==> config.mk <==
export PLATFORM = sky130hd
export DESIGN_NAME = burst_addr_seq
export DESIGN_NICKNAME = d
export VERILOG_FILES = /design/src/rtl/burst_seq_pkg.sv /design/src/rtl/burst_ctl.sv /design/src/rtl/burst_beat_ctr.sv /design/src/rtl/burst_offset_map.sv /design/src/rtl/burst_addr_seq.sv
export SDC_FILE = /design/constraint.sdc
export NUM_CORES = 1
export LEC_CHECK = 0
export BUFFER_PORTS_ARGS = -buffer_cell sky130_fd_sc_hd__buf_2
export CAP_MARGIN = 20
export CORE_ASPECT_RATIO = 1.25
export CORE_UTILIZATION = 48
export DETAILED_ROUTE_END_ITERATION = 6
export PLACE_DENSITY_LB_ADDON = 0.3
export SLEW_MARGIN = 25
export SYNTH_ARGS = -nofsm -noshare
export SYNTH_HDL_FRONTEND = slang
export SYNTH_SLANG_ARGS = --single-unit
==> constraint.sdc <==
create_clock -name clk_i -period 1.5 [get_ports clk_i]
set_input_delay 0.3 -clock clk_i [delete_from_list [all_inputs] [get_ports clk_i]]
set_output_delay 0.3 -clock clk_i [all_outputs]
set_load 0.005 [all_outputs]
==> src/rtl/burst_seq_pkg.sv <==
package burst_seq_pkg;

   // Beat-order code; value 0 is the safe default (interleaved)
   typedef enum logic {
      ORD_INTLV  = 1'b0,
      ORD_LINEAR = 1'b1
   } order_t;

endpackage

==> src/rtl/burst_ctl.sv <==
module burst_ctl (
   input  logic clk_i,
   input  logic rst_ni,
   input  logic strobe_a_i,
   input  logic strobe_b_i,
   input  logic adv_i,
   input  logic at_last_i,
   output logic load_o,
   output logic step_o,
   output logic active_o
);

   logic finish;
   logic active_q;

   // Either strobe loads; a load always wins over an advance
   assign load_o   = strobe_a_i | strobe_b_i;
   assign step_o   = active_q & adv_i & ~load_o & ~at_last_i;
   assign finish   = active_q & adv_i & ~load_o &  at_last_i;
   assign active_o = active_q;

   always_ff @(posedge clk_i) begin
      if (!rst_ni)       active_q <= 1'b0;
      else if (load_o)   active_q <= 1'b1;
      else if (finish)   active_q <= 1'b0;
   end

endmodule

==> src/rtl/burst_beat_ctr.sv <==
module burst_beat_ctr #(
   parameter int BEAT_W = 2
) (
   input  logic              clk_i,
   input  logic              rst_ni,
   input  logic              load_i,
   input  logic              step_i,
   output logic [BEAT_W-1:0] count_o,
   output logic              at_last_o
);

   logic [BEAT_W-1:0] count_q;

   always_ff @(posedge clk_i) begin
      if (!rst_ni)      count_q <= '0;
      else if (load_i)  count_q <= '0;
      else if (step_i)  count_q <= count_q + 1'b1;
   end

   assign count_o   = count_q;
   assign at_last_o = &count_q;

endmodule

==> src/rtl/burst_offset_map.sv <==
module burst_offset_map
   import burst_seq_pkg::*;
#(
   parameter int BEAT_W = 2
) (
   input  logic [BEAT_W-1:0] start_i,
   input  logic [BEAT_W-1:0] count_i,
   input  order_t            mode_i,
   output logic [BEAT_W-1:0] offs_o
);

   logic [BEAT_W-1:0] xor_v;
   logic [BEAT_W-1:0] lin_v;

   for (genvar b = 0; b < BEAT_W; b++) begin : g_xor
      assign xor_v[b] = start_i[b] ^ count_i[b];
   end

   // Natural wrap of the BEAT_W-bit sum gives the modulo
   assign lin_v = start_i + count_i;

   always_comb begin
      if (mode_i == ORD_LINEAR) offs_o = lin_v;
      else                      offs_o = xor_v;
   end

endmodule

==> src/rtl/burst_addr_seq.sv <==
module burst_addr_seq
   import burst_seq_pkg::*;
#(
   parameter int ADDR_W = 16,
   parameter int BEAT_W = 2
) (
   input  logic              clk_i,
   input  logic              rst_ni,
   input  logic              strobe_a_i,
   input  logic              strobe_b_i,
   input  logic              adv_i,
   input  logic              order_sel_i,
   input  logic [ADDR_W-1:0] addr_i,
   output logic [ADDR_W-1:0] addr_o,
   output logic [BEAT_W-1:0] beat_o
);

   localparam int HI_W = ADDR_W - BEAT_W;

   if (BEAT_W < 1)       begin : g_bad_beat  $error("BEAT_W must be at least 1"); end
   if (HI_W < 1)         begin : g_bad_addr  $error("ADDR_W must exceed BEAT_W"); end

   logic              load;
   logic              step;
   logic              active;
   logic              at_last;
   logic [BEAT_W-1:0] count;
   logic [BEAT_W-1:0] offs;
   logic [ADDR_W-1:0] base_q;
   order_t            mode_q;

   burst_ctl u_ctl (
      .clk_i      (clk_i),
      .rst_ni     (rst_ni),
      .strobe_a_i (strobe_a_i),
      .strobe_b_i (strobe_b_i),
      .adv_i      (adv_i),
      .at_last_i  (at_last),
      .load_o     (load),
      .step_o     (step),
      .active_o   (active)
   );

   burst_beat_ctr #(.BEAT_W(BEAT_W)) u_ctr (
      .clk_i     (clk_i),
      .rst_ni    (rst_ni),
      .load_i    (load),
      .step_i    (step),
      .count_o   (count),
      .at_last_o (at_last)
   );

   always_ff @(posedge clk_i) begin
      if (!rst_ni) begin
         base_q <= '0;
         mode_q <= ORD_INTLV;
      end else if (load) begin
         base_q <= addr_i;
         mode_q <= order_t'(order_sel_i);
      end
   end

   burst_offset_map #(.BEAT_W(BEAT_W)) u_map (
      .start_i (base_q[BEAT_W-1:0]),
      .count_i (count),
      .mode_i  (mode_q),
      .offs_o  (offs)
   );

   assign addr_o = {base_q[ADDR_W-1:BEAT_W], offs};
   assign beat_o = count;

endmodule

[Yosys cells after proc, flatten, opt, wreduce, memory -nomap -nowiden]
Cells that the tools add are included.
Operators by class
  $lt $le $gt $ge: 0
  $mul: 0
  bitwise operators: 10
  $add $sub $neg: 2
  shift-type cells: 0
  eq/ne operators: 0
  reduce and logical (&&, ||, !) cells: 3
  divide/modulo/power cells: 0
  mux-type cells: 3
Operator list (number)
  1-bit bitwise AND: 4
  1-bit NOT: 3
  2-bit by 1-bit adder with 2-bit output (second input constant): 1
  2-bit adder: 1
  1-bit two-way mux: 2
  2-bit two-way mux: 1
  2-bit AND reduction: 1
  2-bit nonzero test: 1
  2-bit OR reduction: 1
  1-bit XOR: 2
  1-bit OR: 1
Storage, ports and cells
  memories: 0
  bits in read-only memories: 0
  input bits: 22
  logic and storage cells: 22
  bits in registers: 20
  latch bits: 0
  RAM bits: 0

[Longest topological paths before layout]
Gate-level depths: netlist (run 1).
  word-level depth: 6
  depth in mapped cells: 4
  mapped depth without buffers: 3

[Cells and area by module]
From an unflattened synthesis (run 1), not the netlist that was laid out.
Unflattened totals
  cells, all modules: 86
  area, all modules: 933.4 µm²
Modules (own cells, without submodules)
  burst_addr_seq: area each 757.0 µm², cells each 68, times used 1
  burst_beat_ctr: area each 85.1 µm², cells each 8, times used 1
  burst_ctl: area each 57.6 µm², cells each 6, times used 1
  burst_offset_map: area each 33.8 µm², cells each 4, times used 1

[Worst setup path after synthesis (run 1)]
OpenSTA, ideal clock, no wires.
  path kind: reg2reg
  start: register u_ctr.count_q[0], in the netlist u_ctr.count_o[0]
  end: register u_ctr.count_q[0], in the netlist u_ctr.count_o[0]
  clock period less this slack: 1199 ps
  cell stages (with the launch flop): 4
  data arrival time: 1079 ps
  setup slack: 301 ps
  cells stage by stage: dfxtp_1 > ha_1 > and3b_1 > mux2_2
Between the ends
  cells in the longest elaborated chain, start to end: 3
RTL lines
  from (decl): line burst_beat_ctr.sv:12  | logic [BEAT_W-1:0] count_q;
  from (signal assigned): line burst_beat_ctr.sv:17  | else if (step_i) count_q <= count_q + 1'b1;
  parallel branches: the longest is 3 deep, another holds 2-bit by 1-bit adder with 2-bit output
Parallel ways; which one is timed is not known.
A chain may end at the register's enable or synchronous reset.

[Worst setup path in the final report (run 1)]
  start: register u_ctr.count_q[0], in the netlist u_ctr.count_o[0]
  end: output port addr_o[1]
Between the ends
  cells in the longest elaborated chain, start to end: 2
RTL lines
  2-bit adder: line burst_offset_map.sv:20  | assign lin_v = start_i + count_i;
  2-bit two-way mux: line burst_offset_map.sv:23  | if (mode_i == ORD_LINEAR) offs_o = lin_v;
  to (decl): line burst_addr_seq.sv:14  | output logic [ADDR_W-1:0] addr_o,
No other way between the ends.

==> results of run 1 <==
registers in the layout, summed over array words and instances (netlist names):
| register | flops |
|---|---|
| u_ctr.count_o | 2 |
| base_q | 16 |
| mode_q | 1 |
| u_ctl.active_o | 1 |
cell usage in the layout, fill, tap and decap left out, types with 2 or more instances in the layout:
cell type / instances
buf_2: 39
or3b_1: 17
a21boi_1: 17
dfxtp_1: 17
o21ai_1: 15
and4bb_1: 3
clkbuf_4: 3
mux2_2: 2
o21ai_0: 2
dfxtp_2: 2
buf_4: 2
power by group:
part / switching [mW] / internal, mW
sequential: 0.0152 / 0.561
combinational: 0.0711 / 0.0865
clock: 0.174 / 0.149
total: 0.260 / 0.796
through the flow:
stage          instances   util  hold slack, ps  setup slack, ps
3_5_place_dp         146  0.567             535              172
3_3_place_gp         146  0.567             533              222
2_1_floorplan        109      -             460              301
6_report             151  0.603             233             69.3
4_1_cts              151  0.591             232             7.62
5_1_grt              151  0.603             236             5.56
what timing repair did:
item | 4_1_cts | 5_1_grt
pin swaps | 0 | 2
setup buffers | 1 | 0
gates resized for setup | 2 | 6
setup endpoints to repair | 1 | 1
layout make-up:
class                           count  share of cell area
Sequential cell                    20               0.333
Timing Repair Buffer               42               0.188
Tap cell                           20              0.0205
Multi-Input combinational cell     65               0.429
Clock buffer                        4              0.0297
per-layer routing:
layer | global-route usage | up-vias | part of all wire
li1 | - | 425 | -
met1 | 0.222 | 384 | 0.44
met2 | 0.316 | 27 | 0.49
met3 | 0.0396 | 5 | 0.051
met4 | 0.121 | 0 | 0.027
met5 | 0 | - | 0
cells by family (layout without fill, tap and decap cells):
kind of cell	Yosys count	in the layout	synth area share
flops	20	20	0.376
mux	2	2	0.0212
compound gates	36	36	0.215
simple gates	23	23	0.195
fa+ha+maj	2	2	0.0235
xor+xnor	2	2	0.0165
buf+inv	24	46	0.152
worst register-to-register path, cell delays in order (launching register included):
cell     delay (ps)
dfxtp_4         370
buf_4           140
ha_1            200
and3b_1         250
mux2_2          330
worst paths after layout:
path                                  startpoint          endpoint  slack [ps]  depth (start not counted)
worst max register to register  u_ctr.count_o[0]  u_ctr.count_o[1]         110                          4
worst min register to register        base_q[14]        base_q[14]         550                          2
worst max-delay path            u_ctr.count_o[0]         addr_o[1]          70                          4
worst min-delay path                   addr_i[3]         base_q[3]         230                          3
==> flow_summary.toml, run 1 <==
[timing]
min_period_ps = 1430
final_max_slew_viol_count = 0
worst_pin_slew_ps = 295
rsz0062_at_grt = "no"
period_share = 0.954
hold_violations = 0
setup_viol = 0
setup_tns_ps = 0
fin_worst_skew_ps = 1.18
maxSlewHeadroom = 0.804
fmax_ghz = 0.699

[grt]
grt_usage = 0.190
grt_pass1_wl_mm = 3.28
grt-ovfl-total = 0
antenna_found_initial = 0
grt_pass1_vias = 753
grt_max_degree = 24

[die]
core_um2 = 2030
die_height_um = 54.6
rows = 18
die_area_um2 = 2410
initial_core_util = 0.525
ioPinCount = 40
die_x_um = 44.1

[drt]
firstDrtPassIters = 5
wl_per_cell_um = 13.1
num_vias = 841
drc = 2
routed_via_density = 5.57
drt-total-wl_mm = 1.97
dr.first_iter.drc_count = 6
ant_nets = 0

[synth]
synth_top_area_frac = 0.376
synthCells = 109
yosysWarnings = 0
syn_avg_cell_area_um2 = 9.76
synth.area.top_cells = "dfxtp_1, or3b_1, a21boi_1"
synthArstFlopShare = 0
synth_edf_count = 0
synth.distinct_cells = 19
ys.flop_type = "dfxtp_1"
synth_area_um2 = 1060
synth_nets = 133
yosysMostFrequentCell = "dfxtp_1"
seq_area_frac_synth = 0.376
synth_seq_cells = 20
ys_top_cells_by_count = "dfxtp_1, a21boi_1, or3b_1"
yosys.area.top_type = "dfxtp_1"

[clock_tree]
cts_tree = "yes"
clock_latency_ps = 320
h-tree-depth = 1
root_buffer = "clkbuf_4"
hold_buffers = 0
cts_buffers = 3
ctsLongestPathBuffers = 2
clkSinkCount = 20
path_clk_slew_ps = 120

[power]
design_power_total_mw = 1.06
power.leakage_nw = 0.547
ir_drop_v = 0.000544
powerDensity_nw_per_um2 = 864

[outcome]
failed_checks = "design-rule violations"
status = "complete, but fails checks"

[critical_path]
path_max_fanout = 2
crit_family = "flip-flops"
cp.buffers_inverters = 1
crit_path_cell_trace = "ha_4 -> nand2_2 -> xnor2_1 -> buf_2"
end_kind = "primary output"
critical_path_required_ps = 1200
arrival_ps = 1130
cp-start-kind = "flip-flop"
worstSetupPathType = "flip-flop to primary output"
cp_slowest_stage_delay_ps = 380
cpMaxStageDelayCell = "dfxtp_4"

[final_layout]
ff_latch_area_um2 = 407
multiInputGateArea_um2 = 524
fillCellCount = 188
area_growth_pct = 14.9
final_area_um2 = 1220
drive_above_1_share = 0.412
fin_nets = 156
num_antenna_cells = 0

[placement]
finalWeightedCongestion = 0.679
port_buffers = 39
dp.final_hpwl_mm = 1.40
postPlaceCellArea_um2 = 1150

[job]
max_cap_violations = 0

[min_path]
min_path_type = "input port to flip-flop"
Power figures use the tool's default switching activity.
==> run 2, diff against run 1 <==
- ABC_AREA: not set -> 1
- CORE_UTILIZATION: 48 -> 46
==> run 2 against run 1 <==
Against the previous run:
- the flow now finishes without violations
- die area fell by 5.0%
- clock-buffer cell count decreased by 1
- via count down 2.6%
- critical path depth rose by 2
- non-clock buffer count grew 1
- core utilization is 3.1 points lower
- largest power group unchanged
- highest routed layer unchanged
==> flow_summary.toml, run 2 <==
[placement]
finalWeightedCongestion = 0.690
port_buffers = 39
postPlaceCellArea_um2 = 1040
place_ws_ps = 250
dp.final_hpwl_mm = 1.27

[power]
powerDensity_nw_per_um2 = 1030
p_comb_frac = 0.129
ir_drop_v = 0.000847
p_int_mw = 0.908
design_power_total_mw = 1.17
power.leakage_nw = 0.587
clockPowerShare = 0.370
seqPwrFrac = 0.501
switchingPower_mw = 0.264
p_sw_frac = 0.225

[drt]
ant_nets = 0
routed_via_density = 4.85
firstDrtPassIters = 4
drc = 0
num_vias = 819
dr.first_iter.drc_count = 5
wl_per_cell_um = 10.4
drt-total-wl_mm = 1.76

[clock_tree]
ctsLongestPathBuffers = 2
clock_latency_ps = 300
cts_tree = "yes"
h-tree-depth = 1
clkSinkCount = 20
cts_buffers = 3
path_clk_slew_ps = 110
root_buffer = "clkbuf_4"

[critical_path]
cp-start-kind = "flip-flop"
path_max_fanout = 2
r2r_setup_slack_ps = 310
arrival_ps = 1160
cpMaxStageDelayCell = "dfxtp_4"
end_kind = "primary output"
worstSetupPathType = "flip-flop to primary output"
cp_slowest_stage_delay_ps = 370
crit_path_cell_trace = "xor2_2 -> inv_1 -> nand2_1 -> nand2_1 -> inv_1 -> buf_2"
critical_path_required_ps = 1200

[synth]
synth_area_um2 = 966
synthArstFlopShare = 0
seq_area_frac_synth = 0.415
yosys.area.top_type = "dfxtp_1"
yosysWarnings = 0
ys_top_cells_by_count = "nor2_1, dfxtp_1, o21ai_1"
synth.area.top_cells = "dfxtp_1, buf_4, nor2_1"
synth_top_area_frac = 0.415
yosysMostFrequentCell = "nor2_1"
synth.distinct_cells = 19
synth_seq_cells = 20
synthCells = 120
syn_avg_cell_area_um2 = 8.05
synth_nets = 144
ys.flop_type = "dfxtp_1"
synth_edf_count = 0

[grt]
grt_max_degree = 19
grt_usage = 0.161
grt-ovfl-total = 0
grt_pass1_wl_mm = 2.77
grt_pass1_vias = 700
antenna_found_initial = 0

[final_layout]
multiInputGateArea_um2 = 384
ff_latch_area_um2 = 410
area_growth_pct = 17.4
fin_nets = 174
top_register = "base_q"
largest_reg_flops = 16
final_area_um2 = 1130
layout_common_cells = "buf_2, nor2_1, o21ai_1, dfxtp_1, nor2_2"
fillCellCount = 204
num_antenna_cells = 0
mostFrequentLayoutCell = "buf_2"
drive_above_1_share = 0.450

[timing]
min_period_ps = 1460
fin_worst_skew_ps = 0.511
rsz0062_at_grt = "yes"
maxSlewHeadroom = 0.782
period_share = 0.972
worst_pin_slew_ps = 327
setup_slack_ps = 42.5
fmax_ghz = 0.686
final_max_slew_viol_count = 0
hold_violations = 0
setup_viol = 0

[die]
ioPinCount = 40
die_area_um2 = 2290
rows = 18
die_x_um = 43.0
initial_core_util = 0.487
core_um2 = 1980
die_height_um = 53.2

[outcome]
status = "finished clean"

[min_path]
min_path_type = "input port to flip-flop"

[job]
max_cap_violations = 0
## run 2: cell types whose count changed in the layout (fill, tap and decap cells not counted), sizes merged, moves of 2 or more
cell,change
nand2,+8
or3b,-17
nand3,+2
inv,+9
mux2,-2
nor2,+38
a21boi,-18
nand4,+2
and4bb,-3
## run 2: layout make-up
type                            instances  share of cell area
Sequential cell                        20               0.362
Multi-Input combinational cell         73               0.339
Timing Repair Buffer                   43               0.199
Inverter                                9              0.0320
Clock inverter                          1              0.0265
Tap cell                               20              0.0221
Clock buffer                            3              0.0199
## run 2: metal layers
layer	track usage	routed length, um
met5	0	0
met4	0.106	46
met3	0.0307	119
met1	0.167	735
met2	0.293	857
## run 2: critical path: cells and delay by family (launching register included)
kind / cells / cell delay [ps]
flip-flops: 1 / 370
XOR/XNOR: 1 / 170
AND/OR/NAND/NOR: 2 / 110
buffers and inverters: 3 / 200
## run 2: worst paths after layout
kind | startpoint | end | cells after the start
min | addr_i[12] | base_q[12] | 3
max | u_ctr.count_o[1] | addr_o[1] | 6
min reg2reg | u_ctl.active_o | u_ctl.active_o | 2
max reg2reg | u_ctr.count_o[0] | u_ctr.count_o[1] | 6
## run 2: power groups by stage
stage               logic, mW  clock network [mW]  registers (mW)
floorplan               0.126                   0           0.597
global placement        0.145                   0           0.599
detailed placement      0.149                   0           0.601
CTS                     0.150               0.443           0.587
global route            0.173               0.459           0.592
finish                  0.151               0.434           0.587
## run 2: logic make-up (layout without fill, tap and decap cells)
| kind of cell | count (synthesis) | in the layout | synth area share |
|---|---|---|---|
| and+or+nand+nor | 52 | 52 | 0.259 |
| adders and majority gates | 2 | 2 | 0.0259 |
| buffers and inverters | 27 | 56 | 0.198 |
| DFF | 20 | 20 | 0.415 |
| xor gates and xnor gates | 1 | 1 | 0.00907 |
| AOI/OAI and AO/OA | 18 | 18 | 0.0933 |
## run 2: what timing repair did
action                     in CTS  in global routing
setup endpoints to repair       1                  1
buffers inserted                1                  2
gates resized for setup         3                  5
pin swaps                       0                  1
hold buffers                    0                  0
## run 2: per-stage QoR
step / util / hold WS [ps] / setup TNS, ps / cells
after global routing: 0.572 / 236 / -62.4 / 169
after CTS: 0.557 / 218 / 0 / 167
after floorplan: - / 437 / 0 / 120
after detailed placement: 0.524 / 454 / 0 / 162
after global placement: 0.524 / 448 / 0 / 162
final: 0.572 / 223 / 0 / 169
==> run 3, diff against run 2 <==
- CORE_UTILIZATION: 46 -> 48
- SYNTH_HIERARCHICAL: not set -> 1
==> run 3 against run 2 <==
Against the previous run:
- the flow now finishes with violations (design-rule violations)
- core utilization grew 1.2 points
- final area grew 4.4%
- synthesized cell count grew 33%
- first-iteration DRC count grew 140%
- clock power shrank 42%
- clock skew is essentially flat
- sequential power is essentially flat
- via count grew 10%
==> flow_summary.toml, run 3 <==
[power]
design_power_total_mw = 0.999
power.leakage_nw = 0.751
powerDensity_nw_per_um2 = 844
ir_drop_v = 0.000549

[critical_path]
crit_path_cell_trace = "ha_4 -> nand2_4 -> inv_2 -> nand3_2 -> nand2_1 -> inv_1 -> buf_2"
path_max_fanout = 2
critical_path_required_ps = 1200
arrival_ps = 1180
r2r_cells = 9
cpMaxStageDelayCell = "dfxtp_2"
crit_start = "base_q[0]"
cp-start-kind = "flip-flop"
r2r_setup_slack_ps = 120
regToRegEndpoint = "u_ctr/count_o[0]"
cp_slowest_stage_delay_ps = 380
crit_end = "addr_o[1]"
r2r-start = "u_ctr/count_o[0]"
end_kind = "primary output"
worstSetupPathType = "flip-flop to primary output"

[min_path]
min_path_type = "input port to flip-flop"

[clock_tree]
ctsLongestPathBuffers = 2
path_clk_slew_ps = 110
hold_buffers = 0
clock_latency_ps = 300
h-tree-depth = 1
clkSinkCount = 20
cts_tree = "yes"
cts_buffers = 3
root_buffer = "clkbuf_4"

[die]
die_height_um = 54.6
die_area_um2 = 2410
initial_core_util = 0.524
die_x_um = 44.1
rows = 18
ioPinCount = 40
core_um2 = 2030

[final_layout]
layout_common_cells = "nand2_1, buf_2, nor2_1"
largest_reg_flops = 16
fin_nets = 211
multiInputGateArea_um2 = 409
ff_latch_area_um2 = 404
num_antenna_cells = 0
final_area_um2 = 1180
drive_above_1_share = 0.308
fillCellCount = 210
area_growth_pct = 11.4
mostFrequentLayoutCell = "nand2_1"
top_register = "base_q"

[timing]
worst_pin_slew_ps = 335
setup_slack_ps = 15.4
period_share = 0.990
rsz0062_at_grt = "yes"
fmax_ghz = 0.674
final_max_slew_viol_count = 0
setup_viol = 0
hold_violations = 0
setup_tns_ps = 0
maxSlewHeadroom = 0.777
min_period_ps = 1480
fin_worst_skew_ps = 0.238
fin_hold_ws_ps = 273

[placement]
port_buffers = 39
finalWeightedCongestion = 0.628
place_ws_ps = 253
dp.final_hpwl_mm = 1.37
postPlaceCellArea_um2 = 1120

[synth]
synth.area.top_cells = "dfxtp_1, nand2_1, nor2_1"
syn_avg_cell_area_um2 = 6.64
yosysWarnings = 6
ys.flop_type = "dfxtp_1"
ys_top_cells_by_count = "nand2_1, nor2_1, inv_1"
synthCells = 160
synth_top_area_frac = 0.377
synthArstFlopShare = 0
synth_edf_count = 0
yosysMostFrequentCell = "nand2_1"
synth.distinct_cells = 14
synth_nets = 184
synth_area_um2 = 1060
synth_seq_cells = 20
yosys.area.top_type = "dfxtp_1"
seq_area_frac_synth = 0.377

[outcome]
failed_checks = "design-rule violations"
status = "complete, but fails checks"

[grt]
grt_usage = 0.164
grt_pass1_wl_mm = 2.96
grt_max_degree = 20
grt-ovfl-total = 0
antenna_found_initial = 0
grt_pass1_vias = 790

[drt]
routed_via_density = 4.40
drc = 3
ant_nets = 0
firstDrtPassIters = 7
wl_per_cell_um = 9.10
dr.first_iter.drc_count = 12
num_vias = 902
drt-total-wl_mm = 1.87

[job]
max_cap_violations = 0
==> run 3: cell count changes in the layout (fill, tap and decap cells not counted), sizes merged, moves of 2 or more <==
cell,delta
nor2,-2
nand4,-2
inv,+19
nand2,+40
o21ai,-17
==> run 3: cell families after synthesis <==
family / Yosys count / synth area share
simple gates: 89 / 0.333
buf+inv: 48 / 0.261
flops: 20 / 0.377
fa+ha+maj: 2 / 0.0236
compound gates: 1 / 0.00471
==> run 3: repair_timing <==
item	in CTS	in global routing
resized for setup	4	5
cloned	0	0
pin swaps	2	4
setup endpoints to repair	1	1
setup buffers	1	0
==> run 3: metrics by stage <==
step | util | std cells
final | 0.584 | 205
after floorplan | - | 160
after global placement | 0.555 | 201
after global routing | 0.584 | 205
after detailed placement | 0.555 | 201
after CTS | 0.577 | 205
==> run 3: worst min path at each step <==
stage	start	end	slack [ps]	cells after the start
after CTS	addr_i[0]	base_q[0]	260	5
after global routing	addr_i[0]	base_q[0]	280	5
after detailed placement	base_q[10]	base_q[10]	460	2
final	addr_i[0]	base_q[0]	270	5
after global placement	base_q[12]	base_q[12]	450	2
after floorplan	rst_ni	u_ctl/active_o	400	2
==> run 3: final cells by class <==
class,instances,share of cell area
well taps,20,0.0211
inverters,28,0.0888
clock buffers,3,0.0190
flip-flops and latches,20,0.341
multi-input cells,92,0.346
repair buffers,42,0.184
==> run 3: power by group <==
group | internal, mW | total [mW] | switching (mW)
registers | 0.567 | 0.587 | 0.0201
logic | 0.0764 | 0.162 | 0.0852
clock network | 0.0934 | 0.250 | 0.157
total | 0.736 | 0.999 | 0.262
==> run 3: metal layers <==
metal,vias up,part of all wire,track usage
met2,32,0.51,0.306
met1,373,0.43,0.171
li1,495,-,-
met3,2,0.057,0.0330
met5,-,0,0
met4,0,0.0064,0.0909
==> run 3: critical path, delay by kind of cell, from the launching register on <==
kind          cells  cell delay [ps]
buf+inv           3              190
simple gates      3              170
flops             1              380
fa+ha+maj         1              150
